$ cat src/rtl/ssm_pkg.sv
package ssm_pkg;
  localparam int PER_W = 14;
  localparam int SEG_W = PER_W;
  localparam int AMP_W = 9;

  typedef enum logic [1:0] {
    SLOT_MIN   = 2'd0,
    SLOT_TYP_A = 2'd1,
    SLOT_MAX   = 2'd2,
    SLOT_TYP_B = 2'd3
  } len_slot_e;

  typedef struct packed {
    logic [SEG_W-1:0] seg_len;
    logic [AMP_W-1:0] amp;
    logic             center;
  } sweep_cfg_t;
endpackage

$ cat src/rtl/ssm_cfg_latch.sv
module ssm_cfg_latch
  import ssm_pkg::*;
#(
  parameter int UNIT0    = 120,
  parameter int UNIT1    = 200,
  parameter int UNIT2    = 240,
  parameter int UNIT3    = 400,
  parameter int MUL_MIN  = 16,
  parameter int MUL_TYP  = 19,
  parameter int MUL_MAX  = 22,
  parameter int AMP_C_LO = 50,
  parameter int AMP_C_HI = 150,
  parameter int AMP_D_LO = 100,
  parameter int AMP_D_HI = 300
) (
  input  logic       clk,
  input  logic       rst,
  input  logic       clr,
  input  logic       load,
  input  logic [1:0] band_sel,
  input  logic [1:0] prof_sel,
  output sweep_cfg_t cfg
);
  len_slot_e        slot_q;
  logic [PER_W-1:0] unit_c;
  logic [PER_W-1:0] mul_c;
  logic [PER_W-1:0] per_c;
  logic [SEG_W-1:0] seg_c;
  logic [AMP_W-1:0] amp_c;
  logic             ctr_c;

  always_comb begin
    case (band_sel)
      2'd0:    unit_c = PER_W'(UNIT0);
      2'd1:    unit_c = PER_W'(UNIT1);
      2'd2:    unit_c = PER_W'(UNIT2);
      default: unit_c = PER_W'(UNIT3);
    endcase
    case (slot_q)
      SLOT_MIN: mul_c = PER_W'(MUL_MIN);
      SLOT_MAX: mul_c = PER_W'(MUL_MAX);
      default:  mul_c = PER_W'(MUL_TYP);
    endcase
    per_c = unit_c * mul_c;
    ctr_c = ~prof_sel[1];
    case (prof_sel)
      2'd0:    amp_c = AMP_W'(AMP_C_LO);
      2'd1:    amp_c = AMP_W'(AMP_C_HI);
      2'd2:    amp_c = AMP_W'(AMP_D_LO);
      default: amp_c = AMP_W'(AMP_D_HI);
    endcase
    seg_c = ctr_c ? (per_c >> 2) : (per_c >> 1);
  end

  always_ff @(posedge clk) begin
    if (rst || clr) begin
      slot_q <= SLOT_MIN;
    end else if (load) begin
      slot_q <= len_slot_e'(slot_q + 2'd1);
    end
  end

  always_ff @(posedge clk) begin
    if (rst) begin
      cfg <= '0;
    end else if (load) begin
      cfg.seg_len <= seg_c;
      cfg.amp     <= amp_c;
      cfg.center  <= ctr_c;
    end
  end
endmodule

$ cat src/rtl/ssm_ramp.sv
module ssm_ramp
  import ssm_pkg::*;
(
  input  logic             clk,
  input  logic             rst,
  input  logic             start,
  input  logic             adv,
  input  sweep_cfg_t       cfg,
  output logic [AMP_W-1:0] mag,
  output logic             neg,
  output logic             at_peak,
  output logic             at_trough,
  output logic             wrap
);
  logic [1:0]       seg_q;
  logic [SEG_W-1:0] k_q;
  logic [SEG_W-1:0] acc_q;
  logic [AMP_W-1:0] q_q;
  logic [SEG_W:0]   acc_sum;
  logic             seg_end;
  logic [1:0]       last_seg;
  logic             k_zero;

  assign acc_sum  = {1'b0, acc_q} + (SEG_W+1)'(cfg.amp);
  assign seg_end  = (k_q == cfg.seg_len - SEG_W'(1));
  assign last_seg = cfg.center ? 2'd3 : 2'd1;
  assign wrap     = seg_end && (seg_q == last_seg);
  assign k_zero   = (k_q == '0);

  always_ff @(posedge clk) begin
    if (rst || start) begin
      seg_q <= 2'd0;
      k_q   <= '0;
      acc_q <= '0;
      q_q   <= '0;
    end else if (adv) begin
      if (seg_end) begin
        seg_q <= seg_q + 2'd1;
        k_q   <= '0;
        acc_q <= '0;
        q_q   <= '0;
      end else begin
        k_q <= k_q + SEG_W'(1);
        if (acc_sum >= {1'b0, cfg.seg_len}) begin
          acc_q <= SEG_W'(acc_sum - {1'b0, cfg.seg_len});
          q_q   <= q_q + AMP_W'(1);
        end else begin
          acc_q <= SEG_W'(acc_sum);
        end
      end
    end
  end

  always_comb begin
    mag       = seg_q[0] ? (cfg.amp - q_q) : q_q;
    neg       = cfg.center ? seg_q[1] : 1'b1;
    at_peak   = k_zero && (cfg.center ? (seg_q == 2'd1) : (seg_q == 2'd0));
    at_trough = k_zero && (cfg.center ? (seg_q == 2'd3) : (seg_q == 2'd1));
  end
endmodule

$ cat src/rtl/ssm_profile_gen.sv
module ssm_profile_gen
  import ssm_pkg::*;
#(
  parameter int OFS_W    = 12,
  parameter int UNIT0    = 120,
  parameter int UNIT1    = 200,
  parameter int UNIT2    = 240,
  parameter int UNIT3    = 400,
  parameter int MUL_MIN  = 16,
  parameter int MUL_TYP  = 19,
  parameter int MUL_MAX  = 22,
  parameter int AMP_C_LO = 50,
  parameter int AMP_C_HI = 150,
  parameter int AMP_D_LO = 100,
  parameter int AMP_D_HI = 300
) (
  input  logic                    clk,
  input  logic                    rst,
  input  logic [1:0]              band_sel,
  input  logic [1:0]              prof_sel,
  input  logic                    mod_en,
  input  logic                    pd_n,
  output logic signed [OFS_W-1:0] ofs_code,
  output logic                    peak_stb,
  output logic                    trough_stb
);
  sweep_cfg_t       cfg;
  logic             run;
  logic             active_q;
  logic             load;
  logic             adv;
  logic             wrap;
  logic [AMP_W-1:0] mag;
  logic             neg;
  logic             at_peak;
  logic             at_trough;
  logic [OFS_W-1:0] mag_ext;

  assign run     = pd_n & mod_en;
  assign load    = run && (!active_q || wrap);
  assign adv     = run && active_q && !wrap;
  assign mag_ext = OFS_W'(mag);

  ssm_cfg_latch #(
    .UNIT0(UNIT0), .UNIT1(UNIT1), .UNIT2(UNIT2), .UNIT3(UNIT3),
    .MUL_MIN(MUL_MIN), .MUL_TYP(MUL_TYP), .MUL_MAX(MUL_MAX),
    .AMP_C_LO(AMP_C_LO), .AMP_C_HI(AMP_C_HI),
    .AMP_D_LO(AMP_D_LO), .AMP_D_HI(AMP_D_HI)
  ) u_cfg (
    .clk      (clk),
    .rst      (rst),
    .clr      (!run),
    .load     (load),
    .band_sel (band_sel),
    .prof_sel (prof_sel),
    .cfg      (cfg)
  );

  ssm_ramp u_ramp (
    .clk       (clk),
    .rst       (rst),
    .start     (load),
    .adv       (adv),
    .cfg       (cfg),
    .mag       (mag),
    .neg       (neg),
    .at_peak   (at_peak),
    .at_trough (at_trough),
    .wrap      (wrap)
  );

  always_ff @(posedge clk) begin
    if (rst) begin
      active_q   <= 1'b0;
      ofs_code   <= '0;
      peak_stb   <= 1'b0;
      trough_stb <= 1'b0;
    end else begin
      active_q <= run;
      if (run && active_q) begin
        ofs_code   <= neg ? -mag_ext : mag_ext;
        peak_stb   <= at_peak;
        trough_stb <= at_trough;
      end else begin
        ofs_code   <= '0;
        peak_stb   <= 1'b0;
        trough_stb <= 1'b0;
      end
    end
  end
endmodule

$ cat config.mk
export PLATFORM = sky130hd
export DESIGN_NAME = ssm_profile_gen
export DESIGN_NICKNAME = d
export VERILOG_FILES = /design/src/rtl/ssm_pkg.sv /design/src/rtl/ssm_cfg_latch.sv /design/src/rtl/ssm_ramp.sv /design/src/rtl/ssm_profile_gen.sv
export SDC_FILE = /design/constraint.sdc
export NUM_CORES = 1
export LEC_CHECK = 0
export BUFFER_PORTS_ARGS = -buffer_cell sky130_fd_sc_hd__buf_2
export CAP_MARGIN = 20
export CORE_ASPECT_RATIO = 1.2
export CORE_MARGIN = 5
export CORE_UTILIZATION = 48
export CTS_CLUSTER_DIAMETER = 150
export DETAILED_ROUTE_END_ITERATION = 6
export HOLD_SLACK_MARGIN = 0.02
export PLACE_DENSITY_LB_ADDON = 0.3
export SYNTH_ARGS = -nofsm -noshare
export SYNTH_HDL_FRONTEND = slang
export SYNTH_SLANG_ARGS = --single-unit
$ cat constraint.sdc
create_clock -name clk -period 10.3 [get_ports clk]
set_input_delay 1.03 -clock clk [delete_from_list [all_inputs] [get_ports clk]]
set_output_delay 1.03 -clock clk [all_outputs]
set_load 0.02 [all_outputs]
==> impl_metrics.toml, run 1 <==
[floorplanning]
core_mm2 = 0.0127
die-area_mm2 = 0.0153
io_pins = 22
die_height_um = 134
die_x_um = 114
start_util = 0.489
row_count = 45

[grt]
grt_pass1_vias = 5648
grt_usage = 0.218
grt_pass1_wl_um = 27000
antenna_found_initial = 1
gr-total-overflow = 0
grt_start_max_net_pins = 27

[timing]
fin_crit_sh = 0.480
tns_ns = 0
fmax_mhz = 202
max_slew_margin = 0.346
finClkSkew_ns = 0.00470
finalHoldViolCount = 0
drv_slew = 0
finalSetupViolCount = 0
max_slew.worst_pin.slew_ns = 0.971
rsz0062_at_grt = "no"
holdWs_ns = 0.476
period_minus_slack_ns = 4.94

[power]
pwr-share-seq = 0.358
combPwrFrac = 0.226
power_w = 0.000843
ir_drop_mv = 0.0934
p_clk_frac = 0.417
p_switching_w = 0.000256
p_int_w = 0.000586
switching_share = 0.304
power_density_mw_per_mm2 = 126
p_leak_nw = 2.69

[flow_run]
maxCapViolations = 0

[drt]
num_vias = 5757
avgViaCountPerCell = 6.05
drt-total-wl_um = 16500
remaining_drc_errors = 0
wl_per_cell_um = 17.4
dr.first_iter.drc_count = 409
drt-pass1-iter-count = 5
ant_nets = 0

[worst_setup_path]
arrival_ns = 5.22
cp-end-kind = "flop"
critPathMaxStageDelay_ns = 0.79
crit_path_start_kind = "flop"
crit_required_ns = 10.57
critical_path.cell_chain = "ha_1 > inv_1 > fa_1 > nor2b_1 > o31ai_1 > nand2b_1 > a21oi_1 > xnor2_1 > ha_1 > nand2_1 > o21ai_0 > a221oi_1 > o21ai_0 > a21o_1 > nand4_1 > or4_1 > a21oi_1"
crit_fanout = 26
slowest_stage = "a21o_1"
worst-setup-path-type = "reg -> reg"

[cells_and_area]
stdcell_area_mm2 = 0.00669
fin_nets = 855
drive_gt1_frac = 0.0813
final_cell_mix = "nor2_1 (106), dfxtp_1 (74), inv_1 (64)"
antenna_cells = 0
area_delta_synth_final_pct = 8.02
final_common_cell = "nor2_1"

[cts]
ctsHoldBuffers = 0
clockRootBuffer = "clkbuf_16"
cts_tree = "yes"
cts.htree.levels = 3
cts_setup_buffers = 0
cts.sink_count = 74
cts_inserted_buffers = 9
clk-insertion-delay-late_ns = 0.34
cts_resized = 0
cts.reportedPaths.clkPinSlew_ns = 0.06
cts_max_path_buffers = 2

[min_path]
min_path_type = "reg -> reg"

[yosys]
synth_fp_nets = 856
ys_seq_area_frac = 0.239
ys.flop_type = "dfxtp_1"
ys_types = 69
synthCells = 783
syn_area_per_cell_um2 = 7.91
synth_area_mm2 = 0.00619
synth-edff-count = 0
ys_warn_count = 0
ys_ff_latch = 74
synthArstFlopShare = 0

[place]
place_area_mm2 = 0.00636
place_congestion = 0.899
hpwl_um = 12600
io_buffers = 21

[run_status]
status = "complete, no violations"
[path summary, 6_finish.rpt]
path	startpoint	to	cells past startpoint	slack, ns
worst max-delay path	u_cfg.cfg[5]$_SDFFE_PP0P_	u_ramp.q_q[6]$_SDFFE_PP0P_	17	5.36
worst min-delay path	u_ramp.acc_q[5]$_SDFFE_PP0N_	u_ramp.acc_q[5]$_SDFFE_PP0N_	2	0.48
worst min register to register	u_ramp.acc_q[5]$_SDFFE_PP0N_	u_ramp.acc_q[5]$_SDFFE_PP0N_	2	0.48
worst max register to register	u_cfg.cfg[5]$_SDFFE_PP0P_	u_ramp.q_q[6]$_SDFFE_PP0P_	17	5.36
[metrics by stage]
| step | instances | util | setup WS (ns) |
|---|---|---|---|
| 2_1_floorplan | 783 | - | 5.57 |
| 3_3_place_gp | 935 | 0.502 | 5.50 |
| 3_5_place_dp | 935 | 0.502 | 5.43 |
| 4_1_cts | 951 | 0.528 | 5.44 |
| 5_1_grt | 951 | 0.528 | 5.09 |
| 6_report | 951 | 0.528 | 5.36 |
[cell usage after synthesis (3+ instances only)]
library cell	number	area, µm²
nor2_1	106	398
dfxtp_1	74	1480
inv_1	64	240
ha_1	58	726
nand2_1	43	161
xnor2_1	42	368
a21oi_1	41	205
o21ai_0	31	155
clkbuf_1	24	90.1
nor3_1	21	105
mux2i_1	18	180
xor2_1	18	158
nand4_1	15	93.8
o21a_1	13	97.6
nand3_1	12	60.1
nor2b_1	12	75.1
or3_1	12	75.1
nor4_1	10	62.6
o31ai_1	10	75.1
a211oi_1	9	67.6
a211oi_2	9	113
a31oi_1	9	56.3
and2_1	8	50.1
and3_1	8	50.1
fa_1	7	140
o31a_1	7	61.3
a21o_1	6	45.0
o22ai_1	6	37.5
or2_2	6	37.5
buf_2	5	25.0
mux2_2	5	56.3
o21bai_1	5	37.5
a21boi_0	4	30.0
a32o_1	4	40.0
nand2b_1	4	25.0
nor3b_1	4	30.0
or4_1	4	30.0
a22oi_1	3	22.5
nand4b_1	3	26.3
o2111ai_1	3	26.3
o211ai_1	3	22.5
[worst max-delay path: cells and delay by family, from the launching register on]
kind	cells	cell delay (ns)
AND/OR/NAND/NOR	5	0.89
adder cells (fa/ha/maj)	3	0.86
AO/OA/AOI/OAI	7	2.53
buffers and inverters	1	0.08
XOR/XNOR	1	0.12
flip-flops	1	0.39
[metal layers]
layer,wire [µm],up-vias,global-route usage
li1,-,2781,-
met1,6680,2747,0.250
met5,12,-,0
met4,641,2,0.100
met2,8370,181,0.396
met3,809,46,0.0307
[power groups by stage]
| stage | logic (W) | registers, W | clock network [W] |
|---|---|---|---|
| after global routing | 0.000209 | 0.000302 | 0.000362 |
| after detailed placement | 0.000187 | 0.000307 | 0 |
| after floorplan | 0.000153 | 0.000302 | 0 |
| after CTS | 0.000188 | 0.000301 | 0.000351 |
| final | 0.000190 | 0.000301 | 0.000351 |
| after global placement | 0.000181 | 0.000307 | 0 |
[area by class of cell]
cell class / instances / area (µm²)
Clock buffer: 10 / 239
Timing Repair Buffer: 22 / 113
Fill cell: 1204 / 5980
Multi-Input combinational cell: 611 / 4320
Sequential cell: 74 / 1480
Inverter: 64 / 240
Tap cell: 164 / 205
Clock inverter: 6 / 88.8
[state kept, by name, indices dropped and copies added (netlist names)]
signal / count
u_cfg.cfg: 19
u_ramp.k_q: 14
u_ramp.acc_q: 13
ofs_code: 12
u_ramp.q_q: 9
u_cfg.slot_q: 2
u_ramp.seg_q: 2
active_q: 1
peak_stb: 1
trough_stb: 1
[cell families (layout without fill, tap and decap cells)]
| group | after synthesis | count (layout) | share of synthesized area |
|---|---|---|---|
| XOR/XNOR | 60 | 60 | 0.0848 |
| adder cells (fa/ha/maj) | 65 | 65 | 0.140 |
| multiplexers | 23 | 23 | 0.0382 |
| buffers and inverters | 98 | 102 | 0.0628 |
| AND/OR/NAND/NOR | 278 | 278 | 0.220 |
| AO/OA/AOI/OAI | 185 | 185 | 0.215 |
| flip-flops | 74 | 74 | 0.239 |
No activity file was read; power rests on OpenSTA's default activity.
==> run 2, diff against run 1 <==
--- a/config.mk
+++ b/config.mk
@@ -5,6 +5,7 @@
 export SDC_FILE = /design/constraint.sdc
 export NUM_CORES = 1
 export LEC_CHECK = 0
+export ABC_AREA = 1
 export BUFFER_PORTS_ARGS = -buffer_cell sky130_fd_sc_hd__buf_2
 export CAP_MARGIN = 20
 export CORE_ASPECT_RATIO = 1.2
==> constraint.sdc (replaced) <==
create_clock -name clk -period 4.4 [get_ports clk]
set_input_delay 0.44 -clock clk [delete_from_list [all_inputs] [get_ports clk]]
set_output_delay 0.44 -clock clk [all_outputs]
set_load 0.02 [all_outputs]
==> run 2 against run 1 <==
Final area rose by 5.9%. Cell count rose by 27%. Clock skew rose by 0.0045 ns. Clock power rose by 110%. Global-route usage fell by 0.78 points. Flip-flop and latch count did not move. Core utilization fell by 0.88 points. Critical path type unchanged. Routed wire length fell by 1.4%. Combinational power rose to 2.7 times the previous value. Critical endpoint unchanged. Highest routed layer is now met4. Fmax rose by 25%.
==> impl_metrics.toml, run 2 <==
[run_status]
status = "complete, no violations"

[cts]
clk-insertion-delay-late_ns = 0.34
cts_resized = 0
cts_inserted_buffers = 9
clockRootBuffer = "clkbuf_16"
cts_setup_buffers = 0
cts_tree = "yes"
ctsHoldBuffers = 0
cts_max_path_buffers = 2
cts.htree.levels = 3
cts.sink_count = 74
cts.reportedPaths.clkPinSlew_ns = 0.06

[worst_setup_path]
crit_required_ns = 4.67
slowest_stage = "dfxtp_1"
crit_path_start_kind = "flop"
worst-path-buf-inv = 4
crit_family = "simple AND/OR/NAND/NOR gates"
arrival_ns = 4.22
cp-end-kind = "flop"
critical_path.cell_chain = "ha_1 > inv_1 > fa_1 > inv_1 > nand3_1 > nand2_1 > nand2_1 > nand3_1 > nand3_1 > xor2_1 > inv_1 > ha_1 > nand2_1 > inv_1 > a21oi_1 > nand2_1 > a21oi_1 > nand2_1 > nor2_2 > nand2_2 > nand3_1 > nand2_1 > a21oi_2"
cp_common_cell = "nand2_1"
crit_fanout = 9
worst-setup-path-type = "reg -> reg"
critPathMaxStageDelay_ns = 0.42

[floorplanning]
io_pins = 22
die_x_um = 117
die-area_mm2 = 0.0162
core_mm2 = 0.0136
start_util = 0.483
row_count = 47
die_height_um = 138

[yosys]
synthTopCellsByArea = "dfxtp_1 (22%), nand2_1 (14%), ha_1 (11%), inv_1 (7.6%), nor2_1 (7.5%)"
ys_types = 46
synth_top_area_frac = 0.225
ys_warn_count = 0
synth-edff-count = 0
synth_most_common_cell = "nand2_1"
ys_top_cells_by_count = "nand2_1 (238), inv_1 (133), nor2_1 (131), nand3_1 (83), dfxtp_1 (74)"
synthArstFlopShare = 0
synthCells = 1022
synth_fp_nets = 1095
ys.flop_type = "dfxtp_1"
yosysTopAreaCell = "dfxtp_1"
syn_area_per_cell_um2 = 6.45
ys_seq_area_frac = 0.225
synth_area_mm2 = 0.00659
ys_ff_latch = 74

[power]
p_leak_nw = 3.44
ir_drop_mv = 0.171
power_density_mw_per_mm2 = 275
power_w = 0.00195

[cells_and_area]
fin_nets = 1108
stdcell_area_mm2 = 0.00708
largest_register_ffs = 19
area_delta_synth_final_pct = 7.44
reg_top3 = "u_cfg.cfg (19), u_ramp.k_q (14), u_ramp.acc_q (13)"
final_common_cell = "nand2_1"
drive_gt1_frac = 0.0740
antenna_cells = 0
largest-register = "u_cfg.cfg"
final_cell_mix = "nand2_1 (238), inv_1 (133), nor2_1 (131)"
fill_cells = 1366

[timing]
finClkSkew_ns = 0.00918
max_slew_margin = 0.421
fin_crit_sh = 0.900
finalSetupViolCount = 0
drv_slew = 0
fmax_mhz = 253
tns_ns = 0
rsz0062_at_grt = "no"
holdWs_ns = 0.337
period_minus_slack_ns = 3.96
finalHoldViolCount = 0
max_slew.worst_pin.slew_ns = 0.866

[drt]
ant_nets = 0
avgViaCountPerCell = 5.25
drt-total-wl_um = 16300
num_vias = 6361
dr.first_iter.drc_count = 349
remaining_drc_errors = 0
drt-pass1-iter-count = 5
wl_per_cell_um = 13.4

[grt]
antenna_found_initial = 0
grt_pass1_wl_um = 27800
grt_start_max_net_pins = 49
grt_usage = 0.210
gr-total-overflow = 0
grt_pass1_vias = 6042

[place]
io_buffers = 21
hpwl_um = 12600
place_area_mm2 = 0.00679
place_congestion = 0.923

[flow_run]
maxCapViolations = 0

[min_path]
min_path_type = "in -> reg"
## run 2: report_power, final
| group | internal (W) | total [W] | leakage (nW) | switching (W) |
|---|---|---|---|---|
| clock network | 0.000426 | 0.000728 | 0.141 | 0.000302 |
| registers | 0.000682 | 0.000697 | 0.598 | 0.0000147 |
| logic | 0.000190 | 0.000522 | 2.70 | 0.000332 |
## run 2: cell type report
cell class	instances	area [µm²]	share of cell area
clock buffer	12	267	0.0376
clock inverter	4	25.0	0.00353
inverter	141	529	0.0747
multi-input combinational	784	4430	0.626
sequential	74	1480	0.209
tap	171	214	0.0302
timing repair buffer	25	135	0.0191
## run 2: cell families after synthesis
logic type	share of synthesized area
AND/OR/NAND/NOR	0.355
buffers and inverters	0.103
AO/OA/AOI/OAI	0.120
flip-flops	0.225
adder cells (fa/ha/maj)	0.131
XOR/XNOR	0.0666
## run 2: layer usage
metal  share of wire  GRT usage  wire, µm  vias to the layer above
li1                -          -         -                     3351
met1            0.45      0.263      7280                     2841
met2            0.49      0.363      7970                      133
met3           0.035     0.0210       569                       36
met4           0.028     0.0845       461                        0
met5               0          0         0                        -
## run 2: path summary, 6_finish.rpt
| check | cells past startpoint | endpoint | from | slack, ns |
|---|---|---|---|---|
| setup / recovery | 23 | u_ramp.q_q[6]$_SDFFE_PP0P_ | u_cfg.cfg[5]$_SDFFE_PP0P_ | 0.44 |
| hold reg to reg | 2 | u_cfg.slot_q[0]$_SDFFE_PP0P_ | u_cfg.slot_q[0]$_SDFFE_PP0P_ | 0.46 |
| setup reg to reg | 23 | u_ramp.q_q[6]$_SDFFE_PP0P_ | u_cfg.cfg[5]$_SDFFE_PP0P_ | 0.44 |
| hold / removal | 2 | u_cfg.cfg[6]$_SDFFE_PP0P_ | rst | 0.34 |
## run 2: metrics by stage
step / utilization / std cells / setup slack, ns
6_report: 0.519 / 1211 / 0.442
5_1_grt: 0.519 / 1211 / 0.0396
4_1_cts: 0.519 / 1211 / 0.438
3_5_place_dp: 0.498 / 1195 / 0.416
3_3_place_gp: 0.498 / 1195 / 0.515
2_1_floorplan: - / 1022 / 0.868
==> run 3, diff against run 2 <==
--- a/config.mk
+++ b/config.mk
@@ -11,6 +11,7 @@
 export CORE_ASPECT_RATIO = 1.2
 export CORE_MARGIN = 5
 export CORE_UTILIZATION = 48
+export CTS_BUF_LIST = sky130_fd_sc_hd__clkbuf_8
 export CTS_CLUSTER_DIAMETER = 150
 export DETAILED_ROUTE_END_ITERATION = 6
 export HOLD_SLACK_MARGIN = 0.02
==> run 3 against run 2 <==
Sequential power is essentially flat. Final area down 1.4%. Combinational power about the same. Sequential share of layout area is 0.30 points higher. Register-to-register slack worse by 0.02 ns. Core utilization down 0.74 points. Flip-flop and latch count unchanged. Worst hold slack got worse by 0.028 ns. Fmax decreased by 0.53%. Clock skew increased by 0.0053 ns. Critical path depth unchanged. Critical path type unchanged.
==> impl_metrics.toml, run 3 (synthesized netlist as in run 2, its figures left out) <==
[timing]
max_slew.worst_pin.slew_ns = 0.873
setup_slack_ns = 0.420
period_minus_slack_ns = 3.98
holdWs_ns = 0.308
finClkSkew_ns = 0.0144
finalSetupViolCount = 0
rsz0062_at_grt = "no"
fmax_mhz = 251
tns_ns = 0
drv_slew = 0
fin_crit_sh = 0.904
max_slew_margin = 0.416
finalHoldViolCount = 0

[cells_and_area]
antenna_cells = 0
final_cell_mix = "nand2_1 (238), inv_1 (133), nor2_1 (131)"
area_delta_synth_final_pct = 5.90
largest_register_ffs = 19
fin_nets = 1108
reg_top3 = "u_cfg.cfg (19), u_ramp.k_q (14), u_ramp.acc_q (13)"
final_common_cell = "nand2_1"
drive_gt1_frac = 0.0740
utilization = 0.512
stdcell_area_mm2 = 0.00698
largest-register = "u_cfg.cfg"

[worst_setup_path]
arrival_ns = 4.26
crit_path_start_kind = "flop"
crit_fanout = 9
worst-setup-path-type = "reg -> reg"
cp-end-kind = "flop"
crit_required_ns = 4.68

[floorplanning]
die_x_um = 117
core_mm2 = 0.0136
row_count = 47
start_util = 0.483
io_pins = 22
die-area_mm2 = 0.0162
die_height_um = 138

[cts]
cts.htree.levels = 3
cts_tree = "yes"
clk-insertion-delay-late_ns = 0.37
ctsHoldBuffers = 0
cts_resized = 0
cts.reportedPaths.clkPinSlew_ns = 0.08
cts_inserted_buffers = 9
cts_max_path_buffers = 2
cts.sink_count = 74
clockRootBuffer = "clkbuf_8"
cts_setup_buffers = 0

[drt]
remaining_drc_errors = 0
num_vias = 6341
wl_per_cell_um = 13.4
drt-total-wl_um = 16200
drt-pass1-iter-count = 5
ant_nets = 0
dr.first_iter.drc_count = 366
avgViaCountPerCell = 5.24

[power]
p_leak_nw = 3.40
power_density_mw_per_mm2 = 251
ir_drop_mv = 0.125

[grt]
grt_usage = 0.208
grt_start_max_net_pins = 49
grt_pass1_wl_um = 27700
gr-total-overflow = 0
antenna_found_initial = 0
grt_pass1_vias = 6024

[place]
place_congestion = 0.923
dp_slack_ns = 0.416
io_buffers = 21
place_area_mm2 = 0.00679
hpwl_um = 12600

[flow_run]
maxCapViolations = 0

[min_path]
min_path_type = "in -> reg"

[run_status]
status = "complete, no violations"
-- run 3: cell types whose count changed in the layout (fill, tap and decap cells not counted) --
cell	before	now
clkbuf_8	3	12
clkbuf_16	9	0
-- run 3: path summary, 6_finish.rpt --
check | from | to | slack (ns) | depth (start not counted)
setup / recovery | u_cfg.cfg[5]$_SDFFE_PP0P_ | u_ramp.q_q[4]$_SDFFE_PP0P_ | 0.42 | 23
hold / removal | rst | u_cfg.cfg[6]$_SDFFE_PP0P_ | 0.31 | 2
setup reg to reg | u_cfg.cfg[5]$_SDFFE_PP0P_ | u_ramp.q_q[4]$_SDFFE_PP0P_ | 0.42 | 23
hold reg to reg | u_cfg.slot_q[0]$_SDFFE_PP0P_ | u_cfg.slot_q[0]$_SDFFE_PP0P_ | 0.47 | 2
-- run 3: layout make-up --
| class | instances | area [µm²] |
|---|---|---|
| sequential | 74 | 1480 |
| tap | 171 | 214 |
| clock inverter | 4 | 25.0 |
| fill | 1385 | 6660 |
| timing repair buffer | 25 | 135 |
| clock buffer | 12 | 165 |
| multi-input combinational | 784 | 4430 |
| inverter | 141 | 529 |
-- run 3: power by group --
part	switching, W	internal, W
clock	0.000283	0.000249
sequential	0.0000144	0.000681
combinational	0.000333	0.000190
-- run 3: per-stage QoR --
step / power [W] / instances
floorplan: 0.00113 / 1022
global placement: 0.00123 / 1195
detailed placement: 0.00123 / 1195
CTS: 0.00176 / 1211
global route: 0.00187 / 1211
finish: 0.00175 / 1211
-- run 3: critical path, cell delays in order, from the launching register on --
cell and delay, ns:
dfxtp_1 0.43, ha_1 0.27, inv_1 0.07, fa_1 0.40, inv_1 0.07, nand3_1 0.06, nand2_1 0.15, nand2_1 0.07
nand3_1 0.13, nand3_1 0.10, xor2_1 0.17, inv_1 0.07, ha_1 0.33, nand2_1 0.10, inv_1 0.04, a21oi_1 0.13
nand2_1 0.06, a21oi_1 0.24, nand2_1 0.11, nor2_2 0.16, nand2_2 0.17, nand3_1 0.31, nand2_1 0.12, a21oi_2 0.14
-- run 3: metal layers --
metal | GRT usage | vias up | routed length [µm]
li1 | - | 3357 | -
met1 | 0.263 | 2830 | 7400
met2 | 0.359 | 121 | 7880
met3 | 0.0214 | 33 | 470
met4 | 0.0803 | 0 | 432
met5 | 0 | - | 0
